`config.mk`:
```
export PLATFORM = sky130hd
export DESIGN_NAME = mdio_master
export DESIGN_NICKNAME = d
export VERILOG_FILES = /design/src/rtl/mdio_pkg.sv /design/src/rtl/mdio_halfper.sv /design/src/rtl/mdio_capture.sv /design/src/rtl/mdio_master.sv
export SDC_FILE = /design/constraint.sdc
export NUM_CORES = 1
export LEC_CHECK = 0
export CORE_ASPECT_RATIO = 0.9
export CORE_MARGIN = 1.5
export CORE_UTILIZATION = 45
export CTS_BUF_LIST = sky130_fd_sc_hd__clkbuf_16
export CTS_CLUSTER_SIZE = 16
export DETAILED_ROUTE_END_ITERATION = 8
export PLACE_DENSITY = 0.71
export RECOVER_POWER = 100
export SLEW_MARGIN = 20
export SYNTH_ARGS = -nofsm -noshare
export SYNTH_HDL_FRONTEND = slang
export SYNTH_SLANG_ARGS = --single-unit
```
`constraint.sdc`:
```
create_clock -name clk -period 4 [get_ports clk]
set_input_delay 0.8 -clock clk [delete_from_list [all_inputs] [get_ports clk]]
set_output_delay 0.8 -clock clk [all_outputs]
set_load 0.05 [all_outputs]
```
`src/rtl/mdio_pkg.sv`:
```
package mdio_pkg;

    localparam int IDXW     = 7;
    localparam int PRE_LEN  = 32;
    localparam int RD_LAST  = 63;
    localparam int WR_LAST  = 64;
    localparam int RD_FIRST_IN = 47;
    localparam int RD_LAST_IN  = 62;

    typedef enum logic {
        OP_READ  = 1'b0,
        OP_WRITE = 1'b1
    } mdio_op_e;

    typedef struct packed {
        mdio_op_e    op;
        logic [4:0]  phy;
        logic [4:0]  regn;
        logic [15:0] wdata;
    } mdio_cmd_t;

    typedef struct packed {
        logic drive;
        logic val;
    } mdio_bit_t;

    typedef struct packed {
        logic            busy;
        logic            phase;   // 0 = clock low, 1 = clock high
        logic [IDXW-1:0] idx;
    } mdio_seq_t;

    // Index of the last bit period of a frame for a given direction
    function automatic logic [IDXW-1:0] last_idx(mdio_op_e op);
        return (op == OP_WRITE) ? IDXW'(WR_LAST) : IDXW'(RD_LAST);
    endfunction

    // True for the bit periods whose sampled input forms the read word
    function automatic logic in_rd_window(logic [IDXW-1:0] idx);
        return (int'(idx) >= RD_FIRST_IN) && (int'(idx) <= RD_LAST_IN);
    endfunction

    // Output drive and level for one bit period of the frame
    function automatic mdio_bit_t frame_bit(mdio_cmd_t c, logic [IDXW-1:0] idx);
        mdio_bit_t b;
        int i;
        i       = int'(idx);
        b.drive = 1'b1;
        b.val   = 1'b0;
        if (i < PRE_LEN)                 b.val = 1'b1;
        else if (i == 32)                b.val = 1'b0;
        else if (i == 33)                b.val = 1'b1;
        else if (i == 34)                b.val = (c.op == OP_READ);
        else if (i == 35)                b.val = (c.op == OP_WRITE);
        else if (i <= 40)                b.val = c.phy[3'(40 - i)];
        else if (i <= 45)                b.val = c.regn[3'(45 - i)];
        else if (c.op == OP_WRITE && i >= 48 && i <= 63)
                                         b.val = c.wdata[4'(63 - i)];
        else                             b.drive = 1'b0;
        return b;
    endfunction

endpackage

```
`src/rtl/mdio_halfper.sv`:
```
module mdio_halfper #(
    parameter int DIVW = 8
) (
    input  logic            clk,
    input  logic            rst,
    input  logic            run,
    input  logic [DIVW-1:0] half_i,
    output logic            tick_o
);
    logic [DIVW-1:0] cnt_q;
    logic [DIVW-1:0] lim;

    assign lim    = (half_i == '0) ? '0 : half_i - 1'b1;
    assign tick_o = run && (cnt_q == lim);

    always_ff @(posedge clk) begin
        if (rst || !run || tick_o) cnt_q <= '0;
        else                       cnt_q <= cnt_q + 1'b1;
    end
endmodule

```
`src/rtl/mdio_capture.sv`:
```
module mdio_capture #(
    parameter int W = 16
) (
    input  logic         clk,
    input  logic         rst,
    input  logic         en,
    input  logic         din,
    output logic [W-1:0] q
);
    always_ff @(posedge clk) begin
        if (rst)     q <= '0;
        else if (en) q <= {q[W-2:0], din};
    end
endmodule

```
`src/rtl/mdio_master.sv`:
```
module mdio_master
    import mdio_pkg::*;
#(
    parameter int DIVW = 8
) (
    input  logic            clk,
    input  logic            rst,
    input  logic            start_i,
    input  logic            op_i,
    input  logic [4:0]      phy_i,
    input  logic [4:0]      reg_i,
    input  logic [15:0]     wdata_i,
    input  logic [DIVW-1:0] half_i,
    input  logic            mdi_i,
    output logic            mdc_o,
    output logic            mdo_o,
    output logic            oe_o,
    output logic            busy_o,
    output logic            done_o,
    output logic [15:0]     rdata_o
);
    mdio_seq_t       st;
    mdio_cmd_t       cmd;
    logic [DIVW-1:0] half_q;
    logic            tick;
    logic            cap_en;
    logic [15:0]     shift_q;
    mdio_bit_t       cur;

    mdio_halfper #(.DIVW(DIVW)) u_div (
        .clk    (clk),
        .rst    (rst),
        .run    (st.busy),
        .half_i (half_q),
        .tick_o (tick)
    );

    assign cap_en = st.busy && st.phase && tick &&
                    (cmd.op == OP_READ) && in_rd_window(st.idx);

    mdio_capture #(.W(16)) u_cap (
        .clk (clk),
        .rst (rst),
        .en  (cap_en),
        .din (mdi_i),
        .q   (shift_q)
    );

    always_ff @(posedge clk) begin
        if (rst) begin
            st      <= '0;
            cmd     <= '0;
            half_q  <= '0;
            done_o  <= 1'b0;
            rdata_o <= '0;
        end else begin
            done_o <= 1'b0;
            if (!st.busy) begin
                if (start_i) begin
                    st.busy   <= 1'b1;
                    st.phase  <= 1'b0;
                    st.idx    <= '0;
                    cmd.op    <= mdio_op_e'(op_i);
                    cmd.phy   <= phy_i;
                    cmd.regn  <= reg_i;
                    cmd.wdata <= wdata_i;
                    half_q    <= half_i;
                end
            end else if (tick) begin
                if (!st.phase) begin
                    st.phase <= 1'b1;
                end else if (st.idx == last_idx(cmd.op)) begin
                    st.busy  <= 1'b0;
                    st.phase <= 1'b0;
                    done_o   <= 1'b1;
                    if (cmd.op == OP_READ) rdata_o <= shift_q;
                end else begin
                    st.idx   <= st.idx + 1'b1;
                    st.phase <= 1'b0;
                end
            end
        end
    end

    assign cur    = frame_bit(cmd, st.idx);
    assign busy_o = st.busy;
    assign mdc_o  = st.busy && st.phase;
    assign oe_o   = st.busy && cur.drive;
    assign mdo_o  = st.busy && cur.drive && cur.val;

endmodule

```
==> results.json, run 1 <==
{
  "report.final.setup_viol": 0,
  "clk_pin_slew_ps": 70,
  "rsz0062_at_grt": "no",
  "cts_tree": "yes",
  "hold_viol": 0,
  "grt_max_degree": 50,
  "grt_pass1_vias": 3664,
  "fill_cells": 817,
  "ctsResizeCount": 0,
  "wl_per_cell_um": 14.3,
  "multiInputGateArea_mm2": 0.00227,
  "cp_slowest_cell": "clkdlybuf4s50_1",
  "start_util_pct": 47.3,
  "ys_top_cells_by_area": "dfxtp_1, a21oi_1, nand2_1",
  "dieArea_mm2": 0.00975,
  "final_util_pct": 58.3,
  "p_sw_share_pct": 26.1,
  "worstSetupEndpointType": "output port",
  "cap_violations": 0,
  "post-route-period-util_pct": 92.6,
  "synth.top_cell.area_share_pct": 41.2,
  "slew_headroom_pct": 20.8,
  "drv_slew": 0,
  "cp_cell_sequence": "inv_1 > ha_1 > ha_1 > inv_1 > a21o_1 > a21oi_1 > nor3_1 > nor2_1 > clkdlybuf4s50_1",
  "synth-main-ff-cell": "dfxtp_1",
  "synthesis.nets": 577,
  "crit_type": "flip-flop to output port",
  "drc": 0,
  "clockPowerShare_pct": 41.9,
  "synth_top_family_by_area": "simple AND/OR/NAND/NOR gates",
  "total_power_uw": 1950,
  "synth_area_per_cell_um2": 7.82,
  "synth_seq_area_share_pct": 41.2,
  "place_congestion": 0.873,
  "area_growth_pct": 23.3,
  "drt_wl_total_mm": 9.91,
  "critPathArrivalTime_ps": 2900,
  "grt_pass1_wl_mm": 17.1,
  "grt_usage_pct": 21.4,
  "synth_compound_area_share_pct": 19.8,
  "post_cts_buffers": 0,
  "seq_area_mm2": 0.00170,
  "cts_buffers": 9,
  "synth_cells": 528,
  "skew_ps": 6.98,
  "setup_slack_ps": 295,
  "setup-tns-final_ps": 0,
  "vias": 3770,
  "switching_power_uw": 508,
  "outcome": "finished clean",
  "antenna_cells": 0,
  "ys_warn_count": 0,
  "synth-edff-count": 0,
  "cp-start-kind": "flip-flop",
  "crit_required_ps": 3200,
  "yosysTopAreaCell": "dfxtp_1",
  "vias_per_cell": 5.42,
  "overflow": 0,
  "pre_cts_slack_ps": 557,
  "dpl.hpwl_mm": 6.80,
  "synth.most_common_cell": "nand2_1",
  "crit_path_max_incr_delay_ps": 710,
  "synth_xor_area_share_pct": 1.91,
  "worst_pin_slew_ps": 1190,
  "root_buffer": "clkbuf_16",
  "final_nets": 620,
  "fmax_ghz": 0.270,
  "powerDensity_mw_per_mm2": 383,
  "portBuffers": 59,
  "comb_power_share_pct": 12.6,
  "period_minus_slack_ps": 3700,
  "cts_sinks": 85,
  "clock_path_buffers": 2,
  "hold_buffers": 0,
  "p_leak_uw": 0.00186,
  "synthTopCellsByCount": "nand2_1, dfxtp_1, a21oi_1, nand3_1, o21ai_0",
  "drive_above_1_share_pct": 5.90,
  "yosys.area_share.simple_pct": 25.5,
  "fin_worst_hold_slack_ps": 454,
  "synth_area_mm2": 0.00413,
  "p_int_uw": 1440,
  "die_width_um": 104,
  "synth_mux_area_share_pct": 4.40,
  "core_mm2": 0.00873,
  "drtIter0Drc": 190,
  "io_pins": 60,
  "dieHeight_um": 93.8,
  "ys_async_sr_fraction_pct": 0,
  "rows": 32,
  "peakVddDrop_mv": 0.254,
  "timing.hold.worst.class": "flip-flop to flip-flop",
  "drtAntennaViolNets": 0,
  "antenna_found_initial": 0,
  "clock_latency_ps": 340,
  "ys_types": 51,
  "crit_fanout": 16,
  "cts_htree_levels": 3,
  "ys_ff_latch": 85,
  "pwr-share-seq_pct": 45.6,
  "drtPass1Iterations": 5,
  "synthAdderAreaFrac_pct": 3.03
}
## final cells by class
type | count | share of cell area (%)
timing repair buffer | 67 | 12.5
clock inverter | 7 | 1.33
multi-input combinational | 398 | 44.6
clock buffer | 9 | 4.43
sequential | 85 | 33.4
tap | 119 | 2.93
inverter | 10 | 0.738
## cells by family (layout without fill, tap and decap cells)
logic type	Yosys count	in the layout
flops	85	85
fa+ha+maj	10	10
simple gates	221	221
compound gates	145	145
mux	13	13
xor+xnor	9	9
buf+inv	45	93
## stage by stage
stage / cell area (µm²) / cells
after global routing: 5090 / 695
final: 5090 / 695
after global placement: 4800 / 678
after floorplan: 4130 / 528
after detailed placement: 4800 / 678
after CTS: 5090 / 694
## power groups by stage
stage | Sequential [µW] | Combinational [µW] | Clock (µW)
after floorplan | 903 | 164 | 0
after global placement | 907 | 240 | 0
after detailed placement | 908 | 244 | 0
after CTS | 889 | 245 | 835
after global routing | 892 | 271 | 874
final | 889 | 245 | 817
## final timing paths
path | start | end | slack, ps | cells after the start
min reg2reg | cmd[20] | cmd[20] | 450 | 2
max | st[0] | oe_o | 300 | 9
min | cmd[20] | cmd[20] | 450 | 2
max reg2reg | half_q[0] | u_div.cnt_q[2] | 390 | 9
## sequential cells by signal (all words and copies together), names as in the netlist
name / count
busy_o: 1
u_div.cnt_q: 8
rdata_o: 16
half_q: 8
st: 8
u_cap.q: 16
done_o: 1
cmd: 27
## worst max-delay path, delay by kind of cell, from the launching register on
| kind | cells | cell delay, ps |
|---|---|---|
| AOI/OAI and AO/OA | 2 | 190 |
| adders and majority gates | 2 | 440 |
| buffers and inverters | 3 | 960 |
| DFF | 1 | 680 |
| and+or+nand+nor | 2 | 290 |
## metal layers
metal  GRT usage, %  vias up  wire length (µm)
met5              0        -                 0
met4           6.02        0               119
met3           4.72       14               349
met2           37.0       65              4610
met1           27.1     1737              4830
li1               -     1954                 -
## cell usage in the layout (no fill, tap or decap), types with 3 or more instances in the layout
cell type,n
nor2_1,21
inv_1,11
a21oi_1,78
mux2i_1,8
buf_4,5
xor2_1,4
clkbuf_16,9
clkdlybuf4s50_1,37
ha_1,10
o21ai_0,41
or3_1,8
nor4_1,4
nor2b_1,7
o41ai_1,3
or4_1,4
xnor2_1,5
o211ai_1,4
nor3_1,8
nand3_1,45
mux4_2,4
nand2_1,101
and3_1,7
dfxtp_1,85
dlygate4sd3_1,20
No activity file was read; power rests on OpenSTA's default activity.
==> inputs of run 2 (changes only) <==
- SETUP_SLACK_MARGIN: default -> 0.5
- SLEW_MARGIN: 20 -> 10
==> run 2 against run 1 <==
Non-clock buffer count shrank 1. Critical path depth is the same. Sequential cell count is the same. Sequential share of layout area grew 0.065 points. Sequential power is essentially flat. Die area is the same. Largest cell class unchanged. Highest routed layer unchanged.
==> results.json, run 2 (synthesis results as in run 1) <==
{
  "outcome": "finished clean",
  "hold_viol": 0,
  "p_leak_uw": 0.00186,
  "drive_above_1_share_pct": 6.09,
  "reg_top3": "cmd x27, rdata_o x16, u_cap.q x16",
  "crit_required_ps": 3200,
  "crit_type": "flip-flop to output port",
  "rows": 32,
  "critPathArrivalTime_ps": 2720,
  "total_power_uw": 1960,
  "antenna_found_initial": 0,
  "vias": 3917,
  "io_pins": 60,
  "fin_area_mm2": 0.00509,
  "post-route-period-util_pct": 88.0,
  "cts_tree": "yes",
  "cp-start-kind": "flip-flop",
  "hold_buffers": 0,
  "die_width_um": 104,
  "dpl-instance-area_mm2": 0.00482,
  "grt_max_degree": 42,
  "cts_buffers": 9,
  "layout_commonest_cell": "nand2_1",
  "final_util_pct": 58.4,
  "drv_slew": 0,
  "comb_power_share_pct": 12.5,
  "worst_pin_slew_ps": 1200,
  "vias_per_cell": 5.64,
  "area_growth_pct": 23.4,
  "root_buffer": "clkbuf_16",
  "cts_htree_levels": 3,
  "timing.hold.worst.class": "flip-flop to flip-flop",
  "skew_ps": 7.54,
  "cp_cell_sequence": "clkbuf_1 > mux4_2 > nand2_1 > nand3_1 > o211ai_1 > nand2_1 > a21oi_1 > o32ai_4 > buf_4",
  "cp_slowest_cell": "mux4_2",
  "drtIter0Drc": 236,
  "crit_path_max_incr_delay_ps": 610,
  "dieArea_mm2": 0.00975,
  "grt_pass1_wl_mm": 17.4,
  "overflow": 0,
  "setup-tns-final_ps": 0,
  "top_register": "cmd",
  "drtPass1Iterations": 5,
  "drc": 0,
  "crit_fanout": 11,
  "worstSetupEndpointType": "output port",
  "fmax_ghz": 0.284,
  "pwr-share-seq_pct": 45.5,
  "core_mm2": 0.00873,
  "cts_sinks": 85,
  "p_int_uw": 1440,
  "clk_pin_slew_ps": 70,
  "drtAntennaViolNets": 0,
  "wl_per_cell_um": 14.8,
  "start_util_pct": 47.3,
  "grt_pass1_vias": 3566,
  "grt_usage_pct": 21.8,
  "largest_reg_flops": 27,
  "clockPowerShare_pct": 42.0,
  "final_nets": 619,
  "rsz0062_at_grt": "no",
  "period_minus_slack_ps": 3520,
  "clock_path_buffers": 2,
  "cap_violations": 0,
  "pre_cts_slack_ps": 567,
  "drt_wl_total_mm": 10.3,
  "slew_headroom_pct": 20.3,
  "place_congestion": 0.870,
  "dpl.hpwl_mm": 6.94,
  "antenna_cells": 0,
  "critPathMostFrequentCell": "nand2_1",
  "p_sw_share_pct": 26.3,
  "powerDensity_mw_per_mm2": 384,
  "peakVddDrop_mv": 0.211,
  "setup_slack_ps": 478,
  "fill_cells": 867,
  "dieHeight_um": 93.8,
  "portBuffers": 59,
  "report.final.setup_viol": 0,
  "most-common-layout-cells": "nand2_1, dfxtp_1, a21oi_1",
  "clock_latency_ps": 340,
  "switching_power_uw": 515
}
==> run 2: worst paths after layout <==
check	startpoint	depth (start not counted)	slack [ps]	to
setup reg to reg	half_q[0]	9	520	busy_o
hold / removal	cmd[14]	2	450	cmd[14]
setup / recovery	st[1]	9	480	mdo_o
hold reg to reg	cmd[14]	2	450	cmd[14]
==> run 2: critical path: cells and delay by family (launching register included) <==
kind / cells / cell delay, ps
AO/OA/AOI/OAI: 3 / 460
flip-flops: 1 / 320
AND/OR/NAND/NOR: 3 / 260
buffers and inverters: 2 / 720
multiplexers: 1 / 610
==> run 2: power groups by stage <==
stage          clock network, µW  logic, µW  registers [µW]
2_1_floorplan                  0        166             903
3_3_place_gp                   0        242             907
3_5_place_dp                   0        246             908
4_1_cts                      834        246             889
5_1_grt                      873        271             891
6_report                     821        245             889
==> run 2: per-layer routing <==
metal	share of wire [%]	vias to the layer above	global-route usage (%)	wire (µm)
met3	4.3	6	4.72	440
met5	0	-	0	0
met4	0.85	0	5.79	88
met2	47	107	34.9	4790
li1	-	1963	-	-
met1	48	1841	30.0	4980
==> run 2: layout make-up <==
class	instances	area, µm²	share of cell area, %
clock buffers	9	225	4.42
clock inverters	7	66.3	1.30
inverters	10	37.5	0.737
multi-input cells	398	2280	44.9
flip-flops and latches	85	1710	33.5
well taps	119	149	2.92
repair buffers	66	624	12.3
==> run 2: what timing repair did <==
| item | in CTS | in global routing |
|---|---|---|
| resized for setup | 2 | 5 |
| setup buffers | 0 | 0 |
| endpoints found under the setup margin | 2 | 44 |
| hold endpoints to repair | 0 | 0 |
==> run 2: stage by stage <==
stage,hold slack [ps],cells
2_1_floorplan,432,528
3_3_place_gp,443,678
3_5_place_dp,447,678
4_1_cts,458,694
5_1_grt,473,694
6_report,454,694
==> inputs of run 3 (changes only) <==
- CTS_BUF_LIST: sky130_fd_sc_hd__clkbuf_16 -> sky130_fd_sc_hd__clkbuf_2 sky130_fd_sc_hd__clkbuf_4 sky130_fd_sc_hd__clkbuf_8
==> run 3 against run 2 <==
Critical path type is now flip-flop to flip-flop. Final cell count is the same. Largest cell class unchanged. Sequential power about the same. Hold slack better by 3.9 ps. Cell area decreased by 1.4%.
==> results.json, run 3 (synthesis results as in run 1) <==
{
  "cap_violations": 0,
  "outcome": "finished clean",
  "busiest_layer": "met2",
  "dpl.hpwl_mm": 6.94,
  "die_width_um": 104,
  "layout_commonest_cell": "nand2_1",
  "ctsResizeCount": 2,
  "crit_start": "half_q[0]",
  "drtIter0Drc": 274,
  "reg2reg_from": "half_q[0]",
  "crit_required_ps": 4260,
  "pwr-share-seq_pct": 49.9,
  "grt_pass1_vias": 3544,
  "timing.hold.worst.class": "flip-flop to flip-flop",
  "use_met1_pct": 30.1,
  "ff2ff_path_depth": 9,
  "most-common-layout-cells": "nand2_1, dfxtp_1, a21oi_1",
  "skew_ps": 9.48,
  "total_power_uw": 1780,
  "cp_slowest_cell": "or4_1",
  "rrSetupSlack_ps": 500,
  "r2r-end": "busy_o",
  "cts_sinks": 85,
  "crit_fanout": 14,
  "drc": 0,
  "start_util_pct": 47.3,
  "drtAntennaViolNets": 0,
  "dieArea_mm2": 0.00975,
  "fin_area_mm2": 0.00502,
  "rows": 32,
  "clockPowerShare_pct": 36.4,
  "io_pins": 60,
  "drv_slew": 0,
  "post-route-period-util_pct": 87.4,
  "antenna_found_initial": 0,
  "portBuffers": 59,
  "p_int_uw": 1290,
  "drt_wl_total_mm": 10.1,
  "cp_cell_sequence": "inv_1 > ha_1 > or3b_1 > or3_1 > and3_1 > a311o_1 > or3b_1 > or4_1 > and2_1",
  "cts_buffers": 9,
  "hold_viol": 0,
  "antenna_cells": 0,
  "p_leak_uw": 0.00182,
  "critPathTopFamily": "simple AND/OR/NAND/NOR gates",
  "final_util_pct": 57.6,
  "reg_top3": "cmd x27, rdata_o x16, u_cap.q x16",
  "cp-start-kind": "flip-flop",
  "path_depth": 9,
  "comb_power_share_pct": 13.7,
  "critPathMostFrequentCell": "or3b_1",
  "worst-path-buf-inv": 1,
  "period_minus_slack_ps": 3500,
  "final_nets": 619,
  "grt_usage_pct": 21.7,
  "largest_reg_flops": 27,
  "vias": 3863,
  "clk_pin_slew_ps": 90,
  "p_sw_share_pct": 27.4,
  "report.final.setup_viol": 0,
  "crit_type": "flip-flop to flip-flop",
  "peakVddDrop_mv": 0.242,
  "area_growth_pct": 21.7,
  "grt_max_degree": 42,
  "crit_path_max_incr_delay_ps": 580,
  "grt_use_met2_pct": 34.1,
  "setup-tns-final_ps": 0,
  "worstSetupEndpointType": "flip-flop",
  "clock_latency_ps": 360,
  "overflow": 0,
  "vias_per_cell": 5.57,
  "place_congestion": 0.870,
  "dieHeight_um": 93.8,
  "switching_power_uw": 487,
  "top_register": "cmd",
  "cts_htree_levels": 3,
  "cts_tree": "yes",
  "root_buffer": "clkbuf_8",
  "drive_above_1_share_pct": 6.96,
  "core_mm2": 0.00873,
  "slew_headroom_pct": 20.3,
  "drtPass1Iterations": 7,
  "rsz0062_at_grt": "no",
  "clock_path_buffers": 2,
  "met3_usage_pct": 4.92,
  "post_cts_buffers": 0,
  "fmax_ghz": 0.286,
  "dpl-instance-area_mm2": 0.00482,
  "worst_pin_slew_ps": 1200,
  "grt_pass1_wl_mm": 17.3,
  "powerDensity_mw_per_mm2": 354,
  "cp-endpoint": "busy_o",
  "wl_per_cell_um": 14.5,
  "critPathArrivalTime_ps": 3760,
  "hold_buffers": 0
}
## run 3: changes by cell type in the layout (fill, tap and decap cells not counted)
cell | before | now
clkbuf_8 | 0 | 11
clkbuf_1 | 2 | 1
inv_1 | 11 | 10
o21ai_1 | 2 | 1
clkbuf_4 | 0 | 1
a21oi_2 | 0 | 1
buf_4 | 5 | 6
clkinv_1 | 2 | 0
clkbuf_16 | 9 | 0
o21ai_0 | 39 | 40
a21oi_1 | 78 | 77
## run 3: layout make-up
class / instances / area [µm²]
tap: 119 / 149
clock buffer: 12 / 159
fill: 873 / 3700
clock inverter: 4 / 55.1
timing repair buffer: 66 / 628
sequential: 85 / 1710
inverter: 10 / 37.5
multi-input combinational: 398 / 2290
## run 3: worst reg2reg max path, cell delays in order, from the launching register on
cell	delay (ps)
dfxtp_1	350
inv_1	120
ha_1	320
or3b_1	400
or3_1	340
and3_1	180
a311o_1	390
or3b_1	560
or4_1	580
and2_1	160
## run 3: power by group through the flow
| stage | clock network (µW) | logic (µW) | registers (µW) |
|---|---|---|---|
| detailed placement | 0 | 246 | 908 |
| floorplan | 0 | 166 | 903 |
| global placement | 0 | 242 | 907 |
| global route | 700 | 272 | 891 |
| finish | 647 | 245 | 887 |
| CTS | 664 | 246 | 888 |
## run 3: how the worst min path moves through the flow
stage | start | slack, ps | end | depth (start not counted)
after global routing | cmd[18] | 480 | cmd[18] | 2
final | cmd[8] | 460 | cmd[8] | 2
after floorplan | cmd[20] | 430 | cmd[20] | 2
after CTS | cmd[7] | 460 | cmd[7] | 2
after global placement | cmd[0] | 440 | cmd[0] | 2
after detailed placement | cmd[7] | 450 | cmd[7] | 2
## run 3: layer usage
metal	share of wire (%)	vias to the layer above
met5	0	-
met4	1.0	0
met3	4.8	10
met2	46	96
met1	48	1805
li1	-	1952
## run 3: per-stage QoR
stage | instances | hold WS (ps) | setup WS (ps)
final | 694 | 458 | 503
after floorplan | 528 | 432 | 575
after detailed placement | 678 | 447 | 567
after global routing | 694 | 477 | 310
after CTS | 694 | 458 | 508
after global placement | 678 | 443 | 651
